`src/rtl/rrdma_pkg.sv`:
```
package rrdma_pkg;
   typedef enum logic [1:0] {
      FLD_SRC = 2'd0,
      FLD_DST = 2'd1,
      FLD_LEN = 2'd2,
      FLD_CTL = 2'd3
   } fld_sel_e;

   typedef enum logic [1:0] {
      SEQ_IDLE = 2'd0,
      SEQ_RD   = 2'd1,
      SEQ_WR   = 2'd2
   } seq_state_e;

   localparam int CTL_RUN_BIT = 31;
   localparam int WORD_BYTES  = 4;
endpackage

```
`src/rtl/rrdma_chan.sv`:
```
module rrdma_chan
   import rrdma_pkg::*;
#(
   parameter int AW     = 32,
   parameter int LEN_W  = 13,
   parameter int FAIL_W = 8
) (
   input  logic              clk,
   input  logic              rst_n,
   input  logic              sw_we,
   input  fld_sel_e          sw_sel,
   input  logic [31:0]       sw_wdata,
   input  logic              hw_stop,
   input  logic              hw_fail_dec,
   input  logic              hw_wb,
   input  logic [AW-1:0]     wb_src,
   input  logic [AW-1:0]     wb_dst,
   input  logic [LEN_W-1:0]  wb_len,
   output logic [AW-1:0]     src,
   output logic [AW-1:0]     dst,
   output logic [LEN_W-1:0]  len,
   output logic              run,
   output logic [FAIL_W-1:0] fail,
   output logic              reject
);
   // a start request with a length that is not a whole number of words
   assign reject = sw_we && (sw_sel == FLD_CTL) && sw_wdata[CTL_RUN_BIT] && (len[1:0] != 2'b00);

   always_ff @(posedge clk) begin
      if (!rst_n) begin
         src  <= '0;
         dst  <= '0;
         len  <= '0;
         run  <= 1'b0;
         fail <= '0;
      end else begin
         if (hw_wb) begin
            src <= wb_src;
            dst <= wb_dst;
            len <= wb_len;
         end
         if (hw_stop)     run  <= 1'b0;
         if (hw_fail_dec) fail <= fail - 1'b1;
         // software access lands last and so takes priority
         if (sw_we) begin
            unique case (sw_sel)
               FLD_SRC: src <= {sw_wdata[AW-1:2], 2'b00};
               FLD_DST: dst <= {sw_wdata[AW-1:2], 2'b00};
               FLD_LEN: if (!run) len <= sw_wdata[LEN_W-1:0];
               FLD_CTL: begin
                  run  <= sw_wdata[CTL_RUN_BIT] && !reject;
                  fail <= sw_wdata[FAIL_W-1:0];
               end
               default: ;
            endcase
         end
      end
   end

   AST_RUN_LEN_WORDS: assert property (@(posedge clk) disable iff (!rst_n)
      run |-> (len[1:0] == 2'b00));

   AST_REJECT_NO_RUN: assert property (@(posedge clk) disable iff (!rst_n)
      reject |=> !run);

   AST_ADDR_LOW_ZERO: assert property (@(posedge clk) disable iff (!rst_n)
      (src[1:0] == 2'b00) && (dst[1:0] == 2'b00));
endmodule

```
`src/rtl/rrdma_sched.sv`:
```
module rrdma_sched #(
   parameter int NCH  = 4,
   parameter int CH_W = 2
) (
   input  logic            clk,
   input  logic            rst_n,
   input  logic            advance,
   output logic [CH_W-1:0] ptr
);
   generate
      if (NCH == (1 << CH_W)) begin : g_pow2
         always_ff @(posedge clk) begin
            if (!rst_n)       ptr <= '0;
            else if (advance) ptr <= ptr + 1'b1;
         end
      end else begin : g_wrap
         always_ff @(posedge clk) begin
            if (!rst_n)       ptr <= '0;
            else if (advance) ptr <= (ptr == CH_W'(NCH - 1)) ? '0 : ptr + 1'b1;
         end
      end
   endgenerate

   AST_PTR_ROTATE: assert property (@(posedge clk) disable iff (!rst_n)
      advance |=> (ptr == (($past(ptr) == CH_W'(NCH - 1)) ? '0 : $past(ptr) + 1'b1)));

   AST_PTR_HOLD: assert property (@(posedge clk) disable iff (!rst_n)
      !advance |=> $stable(ptr));
endmodule

```
`src/rtl/rrdma_copy.sv`:
```
module rrdma_copy
   import rrdma_pkg::*;
#(
   parameter int AW        = 32,
   parameter int WORDS_W   = 10,
   parameter int MAX_WORDS = 512
) (
   input  logic               clk,
   input  logic               rst_n,
   input  logic               start,
   input  logic [AW-1:0]      start_src,
   input  logic [AW-1:0]      start_dst,
   input  logic [WORDS_W-1:0] start_words,
   output logic               mem_rd,
   output logic               mem_we,
   output logic [AW-1:0]      mem_addr,
   output logic [31:0]        mem_wdata,
   input  logic [31:0]        mem_rdata,
   output logic               busy,
   output logic               finish,
   output logic [AW-1:0]      end_src,
   output logic [AW-1:0]      end_dst
);
   seq_state_e         state;
   logic [AW-1:0]      cur_src;
   logic [AW-1:0]      cur_dst;
   logic [WORDS_W-1:0] left;

   always_ff @(posedge clk) begin
      if (!rst_n) begin
         state   <= SEQ_IDLE;
         cur_src <= '0;
         cur_dst <= '0;
         left    <= '0;
      end else begin
         unique case (state)
            SEQ_IDLE: if (start) begin
               cur_src <= start_src;
               cur_dst <= start_dst;
               left    <= start_words;
               state   <= SEQ_RD;
            end
            SEQ_RD: state <= SEQ_WR;
            SEQ_WR: begin
               cur_src <= end_src;
               cur_dst <= end_dst;
               left    <= left - 1'b1;
               state   <= (left == WORDS_W'(1)) ? SEQ_IDLE : SEQ_RD;
            end
            default: state <= SEQ_IDLE;
         endcase
      end
   end

   assign busy      = (state != SEQ_IDLE);
   assign mem_rd    = (state == SEQ_RD);
   assign mem_we    = (state == SEQ_WR);
   assign mem_addr  = mem_rd ? cur_src : cur_dst;
   assign mem_wdata = mem_rdata;
   assign finish    = mem_we && (left == WORDS_W'(1));
   assign end_src   = cur_src + AW'(WORD_BYTES);
   assign end_dst   = cur_dst + AW'(WORD_BYTES);

   AST_WRITE_FOLLOWS_READ: assert property (@(posedge clk) disable iff (!rst_n)
      mem_we |-> $past(mem_rd));

   AST_BURST_BOUND: assert property (@(posedge clk) disable iff (!rst_n)
      busy |-> ((left != '0) && (left <= WORDS_W'(MAX_WORDS))));

   AST_MEM_ALIGNED: assert property (@(posedge clk) disable iff (!rst_n)
      (mem_rd || mem_we) |-> (mem_addr[1:0] == 2'b00));

   AST_NO_START_BUSY: assert property (@(posedge clk) disable iff (!rst_n)
      (start && !busy) |=> mem_rd);
endmodule

```
`src/rtl/rrdma_engine.sv`:
```
module rrdma_engine
   import rrdma_pkg::*;
#(
   parameter int NCH         = 4,
   parameter int AW          = 32,
   parameter int LEN_W       = 13,
   parameter int FAIL_W      = 8,
   parameter int BURST_BYTES = 2048,
   localparam int CH_W       = $clog2(NCH),
   localparam int RA_W       = CH_W + 3
) (
   input  logic            clk,
   input  logic            rst_n,
   input  logic            tick,
   input  logic            reg_we,
   input  logic [RA_W-1:0] reg_addr,
   input  logic [31:0]     reg_wdata,
   output logic [31:0]     reg_rdata,
   output logic            mem_rd,
   output logic            mem_we,
   output logic [AW-1:0]   mem_addr,
   output logic [31:0]     mem_wdata,
   input  logic [31:0]     mem_rdata,
   output logic            busy,
   output logic            irq
);
   localparam int MAX_WORDS = BURST_BYTES / WORD_BYTES;
   localparam int WORDS_W   = $clog2(MAX_WORDS + 1);

   // elaboration-time parameter checks
   if (NCH < 2 || NCH > 32)                    begin : g_bad_nch   $error("NCH out of range");          end
   if (AW != 32)                               begin : g_bad_aw    $error("AW must match data width");  end
   if (LEN_W < 3 || LEN_W > 31)                begin : g_bad_len   $error("LEN_W out of range");        end
   if (FAIL_W < 1 || FAIL_W > 24)              begin : g_bad_fail  $error("FAIL_W out of range");       end
   if (BURST_BYTES < 4 || BURST_BYTES % 4 != 0) begin : g_bad_burst $error("BURST_BYTES must be words"); end

   // register decode
   logic            glb_sel;
   logic [CH_W-1:0] reg_ch;
   fld_sel_e        reg_fld;
   assign glb_sel = reg_addr[RA_W-1];
   assign reg_ch  = reg_addr[CH_W+1:2];
   assign reg_fld = fld_sel_e'(reg_addr[1:0]);

   logic done_wr, err_wr;
   assign done_wr = reg_we && glb_sel && !reg_addr[0];
   assign err_wr  = reg_we && glb_sel &&  reg_addr[0];

   // channel state
   logic [AW-1:0]     ch_src  [NCH];
   logic [AW-1:0]     ch_dst  [NCH];
   logic [LEN_W-1:0]  ch_len  [NCH];
   logic [FAIL_W-1:0] ch_fail [NCH];
   logic [NCH-1:0]    ch_run, ch_reject, ch_stop, ch_fdec, ch_wb;

   logic [CH_W-1:0]  ptr;
   logic             copy_busy, copy_finish;
   logic [AW-1:0]    end_src, end_dst;
   logic [LEN_W-1:0] burst_len_q;
   logic [LEN_W-1:0] wb_len;

   // visit decisions for the pointed channel
   logic             visit, v_active, do_fail, do_done, do_burst;
   logic [LEN_W-1:0] v_len, take;
   assign visit    = tick && !copy_busy;
   assign v_len    = ch_len[ptr];
   assign v_active = visit && ch_run[ptr];
   assign do_fail  = v_active && (ch_fail[ptr] == FAIL_W'(1));
   assign do_done  = v_active && !do_fail && (v_len == '0);
   assign do_burst = v_active && !do_fail && (v_len != '0);
   assign take     = (int'(v_len) > BURST_BYTES) ? LEN_W'(BURST_BYTES) : v_len;
   assign wb_len   = ch_len[ptr] - burst_len_q;

   always_ff @(posedge clk) begin
      if (!rst_n)        burst_len_q <= '0;
      else if (do_burst) burst_len_q <= take;
   end

   for (genvar g = 0; g < NCH; g++) begin : g_ch
      logic hit;
      assign hit          = (ptr == CH_W'(g));
      assign ch_stop[g]   = hit && (do_fail || do_done);
      assign ch_fdec[g]   = hit && v_active && (ch_fail[g] != '0);
      assign ch_wb[g]     = hit && copy_finish;

      rrdma_chan #(.AW(AW), .LEN_W(LEN_W), .FAIL_W(FAIL_W)) u_chan (
         .clk         (clk),
         .rst_n       (rst_n),
         .sw_we       (reg_we && !glb_sel && (reg_ch == CH_W'(g))),
         .sw_sel      (reg_fld),
         .sw_wdata    (reg_wdata),
         .hw_stop     (ch_stop[g]),
         .hw_fail_dec (ch_fdec[g]),
         .hw_wb       (ch_wb[g]),
         .wb_src      (end_src),
         .wb_dst      (end_dst),
         .wb_len      (wb_len),
         .src         (ch_src[g]),
         .dst         (ch_dst[g]),
         .len         (ch_len[g]),
         .run         (ch_run[g]),
         .fail        (ch_fail[g]),
         .reject      (ch_reject[g])
      );
   end

   rrdma_sched #(.NCH(NCH), .CH_W(CH_W)) u_sched (
      .clk     (clk),
      .rst_n   (rst_n),
      .advance ((visit && !do_burst) || copy_finish),
      .ptr     (ptr)
   );

   rrdma_copy #(.AW(AW), .WORDS_W(WORDS_W), .MAX_WORDS(MAX_WORDS)) u_copy (
      .clk         (clk),
      .rst_n       (rst_n),
      .start       (do_burst),
      .start_src   (ch_src[ptr]),
      .start_dst   (ch_dst[ptr]),
      .start_words (WORDS_W'(take >> 2)),
      .mem_rd      (mem_rd),
      .mem_we      (mem_we),
      .mem_addr    (mem_addr),
      .mem_wdata   (mem_wdata),
      .mem_rdata   (mem_rdata),
      .busy        (copy_busy),
      .finish      (copy_finish),
      .end_src     (end_src),
      .end_dst     (end_dst)
   );

   // interrupt bits: engine sets beat software clears
   logic [NCH-1:0] done_q, err_q, ptr_hot;
   assign ptr_hot = NCH'(1) << ptr;

   always_ff @(posedge clk) begin
      if (!rst_n) begin
         done_q <= '0;
         err_q  <= '0;
      end else begin
         done_q <= (done_q & ~(done_wr ? reg_wdata[NCH-1:0] : '0)) | (do_done ? ptr_hot : '0);
         err_q  <= (err_q  & ~(err_wr  ? reg_wdata[NCH-1:0] : '0)) | (do_fail ? ptr_hot : '0) | ch_reject;
      end
   end

   assign irq  = (done_q != '0) || (err_q != '0);
   assign busy = copy_busy;

   // read mux
   always_comb begin
      reg_rdata = '0;
      if (glb_sel) begin
         reg_rdata[NCH-1:0] = reg_addr[0] ? err_q : done_q;
      end else begin
         unique case (reg_fld)
            FLD_SRC: reg_rdata = ch_src[reg_ch];
            FLD_DST: reg_rdata = ch_dst[reg_ch];
            FLD_LEN: reg_rdata = 32'(ch_len[reg_ch]);
            FLD_CTL: begin
               reg_rdata[CTL_RUN_BIT] = ch_run[reg_ch];
               reg_rdata[FAIL_W-1:0]  = ch_fail[reg_ch];
            end
            default: ;
         endcase
      end
   end

   AST_DONE_ONLY_ON_VISIT: assert property (@(posedge clk) disable iff (!rst_n)
      ((done_q & ~$past(done_q)) != '0) |-> $past(visit));

   AST_ERR_HAS_CAUSE: assert property (@(posedge clk) disable iff (!rst_n)
      ((err_q & ~$past(err_q)) != '0) |-> ($past(do_fail) || ($past(ch_reject) != '0)));

   AST_SET_BEATS_CLEAR: assert property (@(posedge clk) disable iff (!rst_n)
      (do_done && done_wr) |=> done_q[$past(ptr)]);

   AST_PTR_FROZEN_IN_BURST: assert property (@(posedge clk) disable iff (!rst_n)
      (copy_busy && !copy_finish) |=> $stable(ptr));

   AST_SKIP_IDLE_CHANNEL: assert property (@(posedge clk) disable iff (!rst_n)
      (visit && !ch_run[ptr]) |=> !copy_busy);
endmodule

```
`config.mk`:
```
export PLATFORM = sky130hd
export DESIGN_NAME = rrdma_engine
export DESIGN_NICKNAME = d
export VERILOG_FILES = /design/src/rtl/rrdma_pkg.sv /design/src/rtl/rrdma_chan.sv /design/src/rtl/rrdma_sched.sv /design/src/rtl/rrdma_copy.sv /design/src/rtl/rrdma_engine.sv
export SDC_FILE = /design/constraint.sdc
export NUM_CORES = 2
export LEC_CHECK = 0
export BUFFER_PORTS_ARGS = -buffer_cell sky130_fd_sc_hd__buf_2
export CORE_MARGIN = 8
export CORE_UTILIZATION = 35
export CTS_BUF_LIST = sky130_fd_sc_hd__clkbuf_4
export DETAILED_ROUTE_END_ITERATION = 8
export RECOVER_POWER = 100
export SETUP_SLACK_MARGIN = 0.2
export SLEW_MARGIN = 40
export SYNTH_ARGS = -nofsm -noshare
export SYNTH_HDL_FRONTEND = slang
export SYNTH_HIERARCHICAL = 1
export SYNTH_SLANG_ARGS = --single-unit
```
`constraint.sdc`:
```
create_clock -name clk -period 3.6 [get_ports clk]
set_input_delay 0.18 -clock clk [delete_from_list [all_inputs] [get_ports clk]]
set_output_delay 0.18 -clock clk [all_outputs]
set_load 0.1 [all_outputs]
```
### After elaboration in Yosys (flattened, before gate mapping)

Index checks and enable logic that the tools add are counted.

| storage, ports and cells | value |
|---|---|
| flip-flop bits (word level) | 443 |
| output and inout port bits | 100 |
| word-level logic and storage cells | 258 |

| operators by class | value |
|---|---|
| add/subtract/negate cells | 9 |
| $lt $le $gt $ge | 5 |
| equality and inequality tests | 14 |
| shift-type cells | 1 |
| muxes and demuxes | 113 |
| bitwise logic cells | 9 |
| reduce and logical (&&, ||, !) cells | 79 |

Operators by type and width:

| operator | count |
|---|---|
| $mux W32 | 35 |
| $mux W13 | 21 |
| $bmux W32 S2 | 4 |
| $mux W8 | 16 |
| $pmux W32 S2 | 2 |
| $pmux W23 S3 | 1 |
| $add A32 B3 Y32 const B | 2 |
| $bmux W13 S2 | 2 |
| $logic_and A1 B1 Y1 | 48 |
| $bmux W8 S2 | 2 |
| $pmux W8 S4 | 1 |
| $reduce_bool A8 Y1 | 4 |
| $sub A8 B1 Y8 const B | 4 |
| $mux W28 | 1 |
| $mux W4 | 6 |
| $pmux W10 S2 | 1 |
| $mux W1 | 15 |
| $eq A2 B2 Y1 const B | 7 |
| $gt A13 B12 Y1 const B | 1 |
| $logic_not A13 Y1 | 1 |
| $reduce_bool A13 Y1 | 1 |
| $sub A13 B13 Y13 | 1 |
| $or A4 B4 Y4 | 3 |
| $reduce_bool A2 Y1 | 6 |
| other kinds (22) | 45 |

### Logic depth before layout (Yosys ltp)

| depth | value |
|---|---|
| word-level depth | 14 |
| depth in mapped cells | 14 |
| gate-level depth less buffers | 13 |

### By module

The synthesis kept the hierarchy.

Modules (own cells, without submodules):

| module | instances | cells an instance | area each (um^2) |
|---|---|---|---|
| rrdma_chan | 4 | 395 | 3956.3 |
| rrdma_engine | 1 | 533 | 6388.6 |
| rrdma_copy | 1 | 910 | 6378.6 |
| rrdma_sched | 1 | 8 | 78.8 |

### Least setup slack after synthesis

No wires, ideal clock.

| timing | value |
|---|---|
| kind | flip-flop to flip-flop |
| start point | register u_copy.state[0] |
| end point | register u_copy.cur_dst[6] |
| library setup time | 0.070 ns |
| data arrival time | 3.872 ns |
| data required time | 3.530 ns |
| slack | -0.342 ns |
| cell stages (with the launch flop) | 14 |
| buffers on the path | 5 |
| period minus slack after synthesis | 3.942 ns |
| path through | dfxtp_1 -> clkbuf_1 -> inv_1 -> clkbuf_1 -> nand2_1 -> nor2b_1 -> nand2_1 -> nor3_2 -> buf_4 -> nor3b_1 -> clkbuf_1 -> buf_1 -> a22oi_1 -> a21oi_1 |

| between the ends | value |
|---|---|
| longest elaborated chain between the ends | 10 |
| elaborated cells on any way between the ends | 14 |
| those cells by class | eq/ne (2); mux (1); reduce/logical (11) |

RTL lines:

| item | RTL line | source |
|---|---|---|
| start, declared | rrdma_copy.sv:24 | `seq_state_e state;` |
| start signal, assigned | rrdma_copy.sv:48 | `state <= (left == WORDS_W'(1)) ? SEQ_IDLE : SEQ_RD;` |
| $reduce_bool A2 Y1 (*) | rrdma_copy.sv:55 | `assign busy = (state != SEQ_IDLE);` |
| via busy | rrdma_engine.sv:24 | `output logic busy,` |
| $logic_not A1 Y1 (*) | rrdma_engine.sv:65 | `assign visit = tick && !copy_busy;` |
| $logic_and A1 B1 Y1 (*) | rrdma_engine.sv:65 |  |
| $logic_and A1 B1 Y1 (*) | rrdma_engine.sv:67 | `assign v_active = visit && ch_run[ptr];` |
| $logic_and A1 B1 Y1 | rrdma_engine.sv:68 | `assign do_fail = v_active && (ch_fail[ptr] == FAIL_W'(1));` |
| $logic_not A1 Y1 | rrdma_engine.sv:70 | `assign do_burst = v_active && !do_fail && (v_len != '0);` |
| $logic_and A1 B1 Y1 (*) (2 in series) | rrdma_engine.sv:70 |  |
| via do_burst | rrdma_engine.sv:63 | `logic visit, v_active, do_fail, do_done, do_burst;` |
| $ne A2 B2 Y1 (no source line) (*) | -- |  |
| $reduce_and A2 Y1 (no source line) (*) | -- |  |
| end signal, assigned | rrdma_copy.sv:39 | `cur_dst <= start_dst;` |
| end signal, assigned | rrdma_copy.sv:46 | `cur_dst <= end_dst;` |
| end, declared | rrdma_copy.sv:26 | `logic [AW-1:0] cur_dst;` |

The timed path passes the listed nets; every way through them passes the cells marked *.
A chain may end at the register's enable or synchronous reset.

### Final worst setup path

| timing | value |
|---|---|
| start point | input port reg_addr[0] |
| end point | output port reg_rdata[27] |

| between the ends | value |
|---|---|
| longest elaborated chain between the ends | 3 |
| elaborated cells on any way between the ends | 5 |
| those cells by class | eq/ne (2); mux (2); reduce/logical (1) |

RTL lines:

| item | RTL line | source |
|---|---|---|
| start, declared | rrdma_engine.sv:16 | `input logic [RA_W-1:0] reg_addr,` |
| $eq A2 B2 Y1, or another cell as far along | rrdma_engine.sv:155 | `unique case (reg_fld)` |
| $pmux W23 S3 (*) | rrdma_engine.sv:155 |  |
| $mux W28 (*) | rrdma_engine.sv:152 | `if (glb_sel) begin` |
| end, declared | rrdma_engine.sv:18 | `output logic [31:0] reg_rdata,` |

Mark *: on every way between the ends. The rest lies on a longest branch, timed or not.

==> flow_summary.json <==
{
  "areaGrowthSynthToFinish_pct": 12.0,
  "globalplace.congestion": 0.879,
  "ys_dominant_reg_cell": "dfxtp_1",
  "holdWs_ps": 185,
  "r2r-start": "u_sched/ptr[0]",
  "synth_area_um2": 28700,
  "fin_cells": 4240,
  "synthCells": 3031,
  "status": "finished with violations",
  "postSynthAreaPerCell_um2": 9.46,
  "fin_crit_sh_pct": 95.9,
  "crit_buf_inv": 4,
  "multi_input_area_um2": 18200,
  "finish.utilization_pct": 39.4,
  "maxSlewViolCount": 46,
  "p_int_mw": 7.68,
  "grtUsageTotal_pct": 20.7,
  "register_area_um2": 8880,
  "dp_hpwl_mm": 63.7,
  "synth_seq_cells": 443,
  "fill_cells": 8138,
  "die_h_um": 302,
  "start_util_pct": 35.1,
  "clock_sinks": 443,
  "drcViolationCount": 0,
  "crit_arrival_ps": 3270,
  "totalWireLength_mm": 97.6,
  "syn_nets": 3125,
  "clk_latency_ps": 910,
  "cts_tree": "built",
  "placed_cells": 3971,
  "hold_violations": 0,
  "viasPerCell": 5.89,
  "setup_viol": 0,
  "cp_slowest_cell": "clkbuf_2",
  "slowest_delay_ps": 1090,
  "worstHoldPathType": "input port to flop",
  "drv_cap": 1,
  "max-slew-margin-rel_pct": -0.588,
  "core_area_um2": 81600,
  "worstSetupPathType": "input port to output pin",
  "root_buffer": "clkbuf_4",
  "clkTransAtPathRegs_ps": 70,
  "powerDensity_nw_per_um2": 330,
  "power_switching_mw": 2.90,
  "critPathTopFamily": "buffers and inverters",
  "endpoint": "reg_rdata[27]",
  "die_x_um": 302,
  "rows": 105,
  "total_power_mw": 10.6,
  "cts_buffers": 120,
  "r2r_end": "done_q[0]",
  "drive_above_1_share_pct": 19.2,
  "synth-edff-count": 0,
  "max_freq_mhz": 290,
  "ff2ff_path_depth": 9,
  "crit_fanout": 45,
  "worst_pin_slew_ps": 1510,
  "hp-start": "reg_wdata[21]",
  "die_area_um2": 91300,
  "io_buffers": 108,
  "ctsHtreeMaxLevel": 3,
  "synth_cell_types": 85,
  "drt-initial-drc-count": 2154,
  "pin_count": 173,
  "grt_max_degree": 175,
  "ant_nets": 0,
  "drt-pass1-iter-count": 8,
  "grt_pass1_vias": 24121,
  "critPathRequiredTime_ps": 3420,
  "cp.depth": 6,
  "rsz0062_at_grt": "true",
  "cp_common_cell": "clkbuf_2",
  "ys_warn_count": 6,
  "antenna_found_initial": 4,
  "ir_worst_vdd_uv": 195,
  "clockPowerShare_pct": 43.6,
  "final_nets": 3176,
  "wl_per_cell_um": 23.0,
  "pwr-share-comb_pct": 9.2,
  "swShare_pct": 27.4,
  "crit_start": "reg_addr[0]",
  "fin_skew_ps": 74.3,
  "fin_crit_ps": 3450,
  "grt_pass1_wl_mm": 149,
  "p_leak_nw": 14.8,
  "synth-seq-area-share_pct": 30.9,
  "path_cells": "dlygate4sd3_1 -> clkbuf_2 -> buf_4 -> mux2i_1 -> nor2_1 -> clkbuf_2",
  "clk_path_buf_depth": 3,
  "reg2reg_slack_ps": 210,
  "routed-via-count": 24989,
  "cp-start-kind": "input port",
  "seqPwrFrac_pct": 47.2,
  "violations": "max-capacitance violations, max-slew violations",
  "endpoint_kind": "output pin",
  "async_flop_share_pct": 0,
  "gr-total-overflow": 0
}
cell usage after synthesis, types with 7 or more instances:
| cell type | count | share of area (%) |
|---|---|---|
| clkbuf_1 | 201 | 2.6 |
| xor2_1 | 26 | 0.79 |
| nor4_1 | 24 | 0.52 |
| a21oi_1 | 64 | 1.1 |
| o22ai_1 | 10 | 0.22 |
| nand3b_1 | 16 | 0.42 |
| dfxtp_1 | 443 | 31 |
| nor2b_1 | 19 | 0.41 |
| a22oi_1 | 8 | 0.21 |
| o31ai_1 | 16 | 0.42 |
| and3_1 | 12 | 0.26 |
| a311oi_1 | 7 | 0.21 |
| a31oi_1 | 28 | 0.61 |
| mux4_2 | 172 | 14 |
| or4b_1 | 8 | 0.28 |
| buf_2 | 61 | 1.1 |
| a211oi_1 | 9 | 0.24 |
| nor3_1 | 32 | 0.56 |
| nand4_1 | 31 | 0.68 |
| o221ai_1 | 16 | 0.49 |
| or4_1 | 13 | 0.34 |
| and4_1 | 11 | 0.34 |
| ha_1 | 20 | 0.87 |
| o22a_1 | 7 | 0.21 |
| nand2_1 | 505 | 6.6 |
| buf_1 | 20 | 0.26 |
| buf_4 | 39 | 1.0 |
| a22o_1 | 7 | 0.21 |
| nor3b_1 | 7 | 0.18 |
| clkbuf_2 | 9 | 0.16 |
| nand3_1 | 56 | 0.98 |
| xnor2_1 | 44 | 1.3 |
| o31ai_2 | 8 | 0.35 |
| mux2i_1 | 346 | 12 |
| o211a_1 | 306 | 11 |
| o21a_1 | 8 | 0.21 |
| or3_1 | 20 | 0.44 |
| nor2_1 | 126 | 1.6 |
| and2_1 | 21 | 0.46 |
| inv_1 | 41 | 0.54 |
| o211ai_1 | 14 | 0.37 |
| o21ai_0 | 84 | 1.5 |
repair_timing:
action | 4_1_cts | 5_1_grt
hold buffers | 49 | 0
hold endpoints to repair | 346 | 0
buffers inserted | 0 | 8
pin swaps | 0 | 2
endpoints found under the setup margin | 12 | 26
resized for setup | 4 | 7
kinds of logic after synthesis:
group,count (synthesis),share of synthesized area [%]
AOI/OAI and AO/OA,653,18.9
xor gates and xnor gates,70,2.14
adders and majority gates,21,0.943
buffers and inverters,378,5.82
DFF,443,30.9
muxes,523,25.8
and+or+nand+nor,943,15.5
tightest hold or removal path, cell delays in order:
cell	delay (ps)
dlygate4sd3_1	520
buf_2	190
o211a_1	170
metal layers:
metal  vias to the layer above  track usage (%)  share of wire (%)
met5                         -                0              0.027
met4                         4             7.47                3.1
met1                     12355             27.6                 43
li1                      11459                -                  -
met2                       984             34.0                 47
met3                       187             3.03                6.8
area by class of cell:
cell class              instances  share of cell area [%]
diodes                          1                 0.00779
clock buffers                 177                    4.14
clock inverters                32                   0.565
inverters                      46                   0.538
multi-input cells            2210                    56.5
flip-flops and latches        443                    27.6
well taps                    1070                    4.17
repair buffers                261                    6.42
worst min path at each step:
| stage | endpoint | slack [ps] | cells after the start |
|---|---|---|---|
| floorplan | u_sched/ptr[0] | 300 | 1 |
| finish | g_ch[1].u_chan/src[21] | 190 | 3 |
| CTS | g_ch[1].u_chan/fail[2] | 90 | 4 |
| global route | g_ch[3].u_chan/src[19] | 170 | 3 |
| detailed placement | mem_wdata[6] | 360 | 0 |
| global placement | mem_wdata[6] | 360 | 0 |
power by group through the flow:
stage | sequential [mW] | combinational (mW) | clock, mW
2_1_floorplan | 5.09 | 0.783 | 0
3_3_place_gp | 5.11 | 0.917 | 0
3_5_place_dp | 5.12 | 0.920 | 0
4_1_cts | 5.00 | 0.960 | 4.75
5_1_grt | 5.00 | 1.03 | 5.00
6_report | 5.00 | 0.970 | 4.61
metrics by stage:
stage / setup WS [ps] / setup TNS [ps] / instance area (µm²)
6_report: 148 / 0 / 32100
5_1_grt: 100 / 0 / 32100
4_1_cts: 207 / 0 / 32100
3_5_place_dp: 115 / 0 / 30100
3_3_place_gp: 124 / 0 / 30100
2_1_floorplan: -13.4 / -40.3 / 28700
placed cells by master, fill, tap and decap left out, drive strengths merged, types with 27 or more instances in the layout:
| master | Yosys | layout |
|---|---|---|
| nor3 | 34 | 34 |
| nand3 | 57 | 57 |
| a21oi | 64 | 64 |
| nor2 | 126 | 126 |
| nand4 | 34 | 34 |
| dlygate4sd3 | 0 | 49 |
| o211a | 306 | 306 |
| buf | 122 | 141 |
| nor4 | 27 | 27 |
| inv | 42 | 44 |
| o21ai | 85 | 85 |
| nand2 | 505 | 505 |
| a31oi | 28 | 28 |
| mux4 | 172 | 172 |
| dfxtp | 443 | 443 |
| clkinv | 4 | 32 |
| mux2i | 346 | 346 |
| xnor2 | 44 | 44 |
| clkbuf | 210 | 248 |
state kept, by name, indices dropped and copies added (netlist names), 4 cells and up:
register	cells
g_ch.u_chan/run	4
u_copy/cur_dst	32
u_copy/cur_src	32
g_ch.u_chan/len	52
burst_len_q	13
g_ch.u_chan/fail	32
u_copy/left	10
err_q	4
done_q	4
g_ch.u_chan/dst	128
g_ch.u_chan/src	128
(Power assumes the default switching activity.)
